File: src/rtl/unpack_pkg.sv
package unpack_pkg;

  localparam int SLOT_MAX_W = 32;
  localparam int TYPE_W     = 3;

  typedef enum logic [1:0] {
    PK_B8  = 2'd0,
    PK_B16 = 2'd1,
    PK_B32 = 2'd2
  } pack_e;

  // Unlisted codes fall back to the widest packing.
  function automatic pack_e decode_pack(input logic [TYPE_W-1:0] code);
    case (code)
      3'd0:    return PK_B8;
      3'd2:    return PK_B16;
      default: return PK_B32;
    endcase
  endfunction

  function automatic int slot_width(input pack_e p);
    case (p)
      PK_B8:   return 8;
      PK_B16:  return 16;
      default: return 32;
    endcase
  endfunction

  function automatic int slots_in_word(input pack_e p, input int word_w);
    return word_w / slot_width(p);
  endfunction

endpackage

File: src/rtl/unpack_ctrl.sv
module unpack_ctrl
  import unpack_pkg::*;
#(
  parameter int WORD_W = 64,
  parameter int MSB_W  = 5,
  parameter int IDX_W  = 3
) (
  input  logic                 clk,
  input  logic                 rst_n,
  input  logic [WORD_W-1:0]    in_word,
  input  logic                 in_valid,
  output logic                 in_ready,
  input  logic [TYPE_W-1:0]    in_type,
  input  logic [MSB_W-1:0]     in_msb,
  input  logic                 in_stereo,
  input  logic                 out_ready,
  output logic                 have_q,
  output logic [WORD_W-1:0]    word_q,
  output pack_e                pack_q,
  output logic [MSB_W-1:0]     msb_q,
  output logic                 stereo_q,
  output logic [IDX_W-1:0]     idx_q,
  output logic                 last
);

  logic [IDX_W:0] nslots;
  logic [IDX_W:0] step;
  logic [IDX_W:0] next_idx;
  logic           accept;
  logic           pop;

  assign nslots   = (IDX_W+1)'(slots_in_word(pack_q, WORD_W));
  assign step     = stereo_q ? (IDX_W+1)'(2) : (IDX_W+1)'(1);
  assign next_idx = {1'b0, idx_q} + step;
  assign last     = (next_idx >= nslots);
  assign pop      = have_q && out_ready;
  assign in_ready = !have_q || (out_ready && last);
  assign accept   = in_valid && in_ready;

  always_ff @(posedge clk or negedge rst_n) begin
    if (!rst_n) begin
      have_q   <= 1'b0;
      word_q   <= '0;
      pack_q   <= PK_B32;
      msb_q    <= '0;
      stereo_q <= 1'b0;
      idx_q    <= '0;
    end else if (accept) begin
      have_q   <= 1'b1;
      word_q   <= in_word;
      pack_q   <= decode_pack(in_type);
      msb_q    <= in_msb;
      stereo_q <= in_stereo;
      idx_q    <= '0;
    end else if (pop) begin
      if (last) have_q <= 1'b0;
      else      idx_q  <= next_idx[IDX_W-1:0];
    end
  end

  // Pairs emitted since the current word arrived, kept only for checking.
  logic [IDX_W:0] pops_since;
  always_ff @(posedge clk or negedge rst_n) begin
    if (!rst_n)      pops_since <= '0;
    else if (accept) pops_since <= '0;
    else if (pop)    pops_since <= pops_since + 1'b1;
  end

  AST_WORD_FULLY_USED: assert property (@(posedge clk) disable iff (!rst_n)
    (pop && last) |-> ((pops_since + 1'b1) == (nslots >> stereo_q)));

  AST_SLOT_IN_RANGE: assert property (@(posedge clk) disable iff (!rst_n)
    have_q |-> ({1'b0, idx_q} < nslots));

  AST_FIRST_SLOT: assert property (@(posedge clk) disable iff (!rst_n)
    accept |=> (have_q && idx_q == '0));

  AST_STALL_HOLD: assert property (@(posedge clk) disable iff (!rst_n)
    (have_q && !out_ready) |=> (have_q && $stable(idx_q) && $stable(word_q)));

  AST_CFG_FROZEN: assert property (@(posedge clk) disable iff (!rst_n)
    (have_q && !accept) |=> ($stable(pack_q) && $stable(msb_q) && $stable(stereo_q)));

endmodule

File: src/rtl/unpack_slot_sel.sv
module unpack_slot_sel
  import unpack_pkg::*;
#(
  parameter int WORD_W = 64,
  parameter int IDX_W  = 3
) (
  input  logic [WORD_W-1:0]     word,
  input  pack_e                 pk,
  input  logic [IDX_W-1:0]      idx,
  output logic [SLOT_MAX_W-1:0] slot
);

  localparam int N8    = WORD_W / 8;
  localparam int N16   = WORD_W / 16;
  localparam int N32   = WORD_W / 32;
  localparam int I16_W = (N16 > 1) ? $clog2(N16) : 1;
  localparam int I32_W = (N32 > 1) ? $clog2(N32) : 1;

  logic [7:0]  s8  [N8];
  logic [15:0] s16 [N16];
  logic [31:0] s32 [N32];

  for (genvar g = 0; g < N8; g++) begin : g_s8
    assign s8[g] = word[g*8 +: 8];
  end
  for (genvar g = 0; g < N16; g++) begin : g_s16
    assign s16[g] = word[g*16 +: 16];
  end
  for (genvar g = 0; g < N32; g++) begin : g_s32
    assign s32[g] = word[g*32 +: 32];
  end

  always_comb begin
    case (pk)
      PK_B8:   slot = SLOT_MAX_W'(s8[idx]);
      PK_B16:  slot = SLOT_MAX_W'(s16[idx[I16_W-1:0]]);
      default: slot = SLOT_MAX_W'(s32[idx[I32_W-1:0]]);
    endcase
  end

endmodule

File: src/rtl/unpack_align.sv
module unpack_align #(
  parameter int SLOT_W = 32,
  parameter int MSB_W  = 5,
  parameter int OUT_W  = 24
) (
  input  logic [SLOT_W-1:0] slot,
  input  logic [MSB_W-1:0]  msb,
  output logic [OUT_W-1:0]  aligned
);

  localparam int EXT_W = SLOT_W + OUT_W - 1;

  // Pre-shift so that slot bit 0 sits at OUT_W-1. A right shift by msb then
  // moves slot bit msb to the output MSB. Higher bits fall off the top and
  // lower bits fall off the bottom.
  function automatic logic [OUT_W-1:0] place_msb(input logic [SLOT_W-1:0] s,
                                                  input logic [MSB_W-1:0]  m);
    logic [EXT_W-1:0] ext;
    ext = {s, {(OUT_W-1){1'b0}}} >> m;
    return ext[OUT_W-1:0];
  endfunction

  assign aligned = place_msb(slot, msb);

endmodule

File: src/rtl/pcm_slot_unpacker.sv
module pcm_slot_unpacker
  import unpack_pkg::*;
#(
  parameter int WORD_W = 64,
  parameter int OUT_W  = 24,
  parameter int MSB_W  = 5,
  parameter int MASK_W = 8
) (
  input  logic                 clk,
  input  logic                 rst_n,
  input  logic [WORD_W-1:0]    in_word,
  input  logic                 in_valid,
  output logic                 in_ready,
  input  logic [TYPE_W-1:0]    cfg_pack,
  input  logic [MSB_W-1:0]     cfg_msb,
  input  logic [MASK_W-1:0]    cfg_mask,
  output logic                 out_valid,
  input  logic                 out_ready,
  output logic [OUT_W-1:0]     out_left,
  output logic [OUT_W-1:0]     out_right
);

  localparam int IDX_W = $clog2(WORD_W / 8);

  logic              have_q;
  logic [WORD_W-1:0] word_q;
  pack_e             pack_q;
  logic [MSB_W-1:0]  msb_q;
  logic              stereo_q;
  logic [IDX_W-1:0]  idx_q;
  logic [IDX_W-1:0]  idx_r;
  logic              last;
  logic [SLOT_MAX_W-1:0] slot_l, slot_r;

  // Only bit 1 of the mask decides the channel layout.
  logic unused_mask;
  assign unused_mask = ^{cfg_mask[MASK_W-1:2], cfg_mask[0]};

  unpack_ctrl #(.WORD_W(WORD_W), .MSB_W(MSB_W), .IDX_W(IDX_W)) u_ctrl (
    .clk       (clk),
    .rst_n     (rst_n),
    .in_word   (in_word),
    .in_valid  (in_valid),
    .in_ready  (in_ready),
    .in_type   (cfg_pack),
    .in_msb    (cfg_msb),
    .in_stereo (cfg_mask[1]),
    .out_ready (out_ready),
    .have_q    (have_q),
    .word_q    (word_q),
    .pack_q    (pack_q),
    .msb_q     (msb_q),
    .stereo_q  (stereo_q),
    .idx_q     (idx_q),
    .last      (last)
  );

  assign idx_r = stereo_q ? (idx_q + 1'b1) : idx_q;

  unpack_slot_sel #(.WORD_W(WORD_W), .IDX_W(IDX_W)) u_sel_l (
    .word (word_q), .pk (pack_q), .idx (idx_q), .slot (slot_l)
  );
  unpack_slot_sel #(.WORD_W(WORD_W), .IDX_W(IDX_W)) u_sel_r (
    .word (word_q), .pk (pack_q), .idx (idx_r), .slot (slot_r)
  );

  unpack_align #(.SLOT_W(SLOT_MAX_W), .MSB_W(MSB_W), .OUT_W(OUT_W)) u_align_l (
    .slot (slot_l), .msb (msb_q), .aligned (out_left)
  );
  unpack_align #(.SLOT_W(SLOT_MAX_W), .MSB_W(MSB_W), .OUT_W(OUT_W)) u_align_r (
    .slot (slot_r), .msb (msb_q), .aligned (out_right)
  );

  assign out_valid = have_q;

  // Output bits below the shifted sample must be zero.
  logic [OUT_W-1:0] low_fill;
  always_comb begin
    if (int'(msb_q) < OUT_W - 1)
      low_fill = (OUT_W'(1) << (OUT_W - 1 - int'(msb_q))) - OUT_W'(1);
    else
      low_fill = '0;
  end

  AST_MONO_COPY: assert property (@(posedge clk) disable iff (!rst_n)
    (out_valid && !stereo_q) |-> (out_left == out_right));

  AST_LOW_BITS_ZERO: assert property (@(posedge clk) disable iff (!rst_n)
    out_valid |-> (((out_left | out_right) & low_fill) == '0));

endmodule

File: config.mk
export PLATFORM = sky130hd
export DESIGN_NAME = pcm_slot_unpacker
export DESIGN_NICKNAME = d
export VERILOG_FILES = /design/src/rtl/unpack_pkg.sv /design/src/rtl/unpack_ctrl.sv /design/src/rtl/unpack_slot_sel.sv /design/src/rtl/unpack_align.sv /design/src/rtl/pcm_slot_unpacker.sv
export SDC_FILE = /design/constraint.sdc
export NUM_CORES = 1
export LEC_CHECK = 0
export BUFFER_PORTS_ARGS = -buffer_cell sky130_fd_sc_hd__buf_2
export CAP_MARGIN = 20
export CORE_ASPECT_RATIO = 1.1
export CORE_UTILIZATION = 45
export DETAILED_ROUTE_END_ITERATION = 6
export HOLD_SLACK_MARGIN = 0.03
export PLACE_DENSITY_LB_ADDON = 0.1
export SLEW_MARGIN = 0
export SYNTH_ARGS = -nofsm -noshare
export SYNTH_HDL_FRONTEND = slang
export SYNTH_HIERARCHICAL = 1
export SYNTH_SLANG_ARGS = --single-unit
File: constraint.sdc
create_clock -name clk -period 3.3 [get_ports clk]
set_input_delay 0.33 -clock clk [delete_from_list [all_inputs] [get_ports clk]]
set_output_delay 0.33 -clock clk [all_outputs]
set_load 0.01 [all_outputs]
==> impl_metrics.toml <==
[status]
status = "finished with violations"
violations = "negative setup slack"

[critical_path]
reg2reg_slack_ns = 0.16
path_cells = "buf_6, xor2_4, buf_4, clkbuf_16, mux4_2, a22oi_1, nand3_2, mux4_2, buf_6, a21oi_1, a2111oi_1, a211o_1, buf_2"
crit_buf_inv = 5
cp-start-kind = "flip-flop"
critical_path.max_stage_delay_ns = 0.55
path_max_fanout = 8
cp-end-kind = "output port"
crit_arrival_ns = 3.77
required_ns = 2.97
critPathSlowestCell = "mux4_2"
worst-setup-path-type = "flip-flop to output port"
cp_top_family = "multiplexers"

[clock_tree]
htreeDepth = 3
cts_sinks = 76
clock_path_buffers = 2
hold_buffers = 0
insertion_delay_ns = 0.35
ctsRootBufferMaster = "clkbuf_16"
clk_pin_slew_ns = 0.07
numCtsBuffers = 9
cts_tree = "built"

[synth]
syn_area_per_cell_um2 = 10.8
synth_cells = 941
synth.cell_area_mm2 = 0.0101
synth_warnings = 6
syn_nets = 1032

[floorplanning]
die_area_mm2 = 0.0232
io_pins = 134
initial_utilization = 0.459
std_cell_rows = 57
fp.coreArea_mm2 = 0.0221
die-height_um = 159
die_w_um = 145

[finish]
final_cell_mix = "125 x buf_2, 124 x buf_4, 110 x mux4_2"
diodes = 0
layout_commonest_cell = "buf_2"
synthToLayoutAreaGrowth_pct = 29.6
fin_nets = 1250
finalInstanceArea_mm2 = 0.0132
drive_gt1_frac = 0.483
instances_no_fill = 1459

[grt]
antenna_found_initial = 0
grt_overflow = 0
grt_pass1_wl_mm = 53.5
grt_pass1_vias = 9133
grt_max_degree = 60
track_usage = 0.296

[sta]
tightest_slew_ns = 1.04
fmax_mhz = 244
hold_slack_ns = 0.0385
rsz0062_at_grt = "yes"
hold_viol = 0
slew_violations = 0
setup_ws_ns = -0.797
setup_viol_count_final = 48
period_share = 1.24
fin_skew_ns = 0.00725
slew_headroom = 0.304
post-route-min-period_ns = 4.10

[placement]
place_hpwl_mm = 25.1
gp_congestion = 0.939
port_buffers = 126
place_inst = 1395
place_area_mm2 = 0.0116

[job]
drv_cap = 0

[hold_path]
hold_path_class = "input port to async pin"

[drt]
ant_nets = 0
drcViolationCount = 0
wl_per_cell_um = 23.8
initialDrtViolationCount = 881
viasPerCell = 6.50
vias = 9479
drt_pass1_iterations = 5
routed_wl_mm = 34.7
-- sequential cells by signal (all words and copies together) (netlist names) --
signal	flops
u_ctrl/idx_q	3
u_ctrl/have_q	1
u_ctrl/pack_q	2
u_ctrl/stereo_q	1
u_ctrl/word_q	64
u_ctrl/msb_q	5
-- through the flow --
step / utilization / TNS (ns) / setup slack [ns]
after global routing: 0.595 / -28.76 / -0.857
after floorplan: - / -0.330 / -0.129
after CTS: 0.574 / -22.78 / -0.713
after detailed placement: 0.525 / -14.10 / -0.526
after global placement: 0.525 / -13.14 / -0.506
final: 0.595 / -24.85 / -0.797
-- per-layer routing --
metal  global-route usage  share of wire  vias to the layer above
met4                0.111          0.036                        0
met3               0.0352          0.074                       76
met2                0.494           0.49                      501
li1                     -              -                     4171
met1                0.396           0.40                     4731
met5                    0              0                        -
-- what timing repair did --
action                                  CTS  global route
gates resized for setup                 108            58
cloned                                    5             3
pin swaps                                33            18
endpoints found under the setup margin   48            48
endpoints found under the hold margin     0             0
buffers inserted                         24            16
-- worst paths after layout --
| kind | from | end | depth (start not counted) |
|---|---|---|---|
| max reg2reg | u_ctrl/idx_q[0] | u_ctrl/word_q[18] | 10 |
| max in group asynchronous | rst_n | u_ctrl/word_q[31] | 2 |
| min reg2reg | u_ctrl/word_q[2] | u_ctrl/word_q[2] | 1 |
| max | u_ctrl/idx_q[0] | out_right[19] | 13 |
| min in group clk | in_word[19] | u_ctrl/word_q[19] | 2 |
| min | rst_n | u_ctrl/msb_q[0] | 1 |
-- final cells by class --
type                    count  area [µm²]
well taps                 295         369
fillers                  1901        8950
clock buffers               9         225
clock inverters             7        56.3
flip-flops and latches     76        1920
repair buffers            299        2390
multi-input cells         759        8150
inverters                  14        52.6
Power is not shown: default switching activity piles up to over one toggle a cycle in this logic, so the estimate is an artifact.
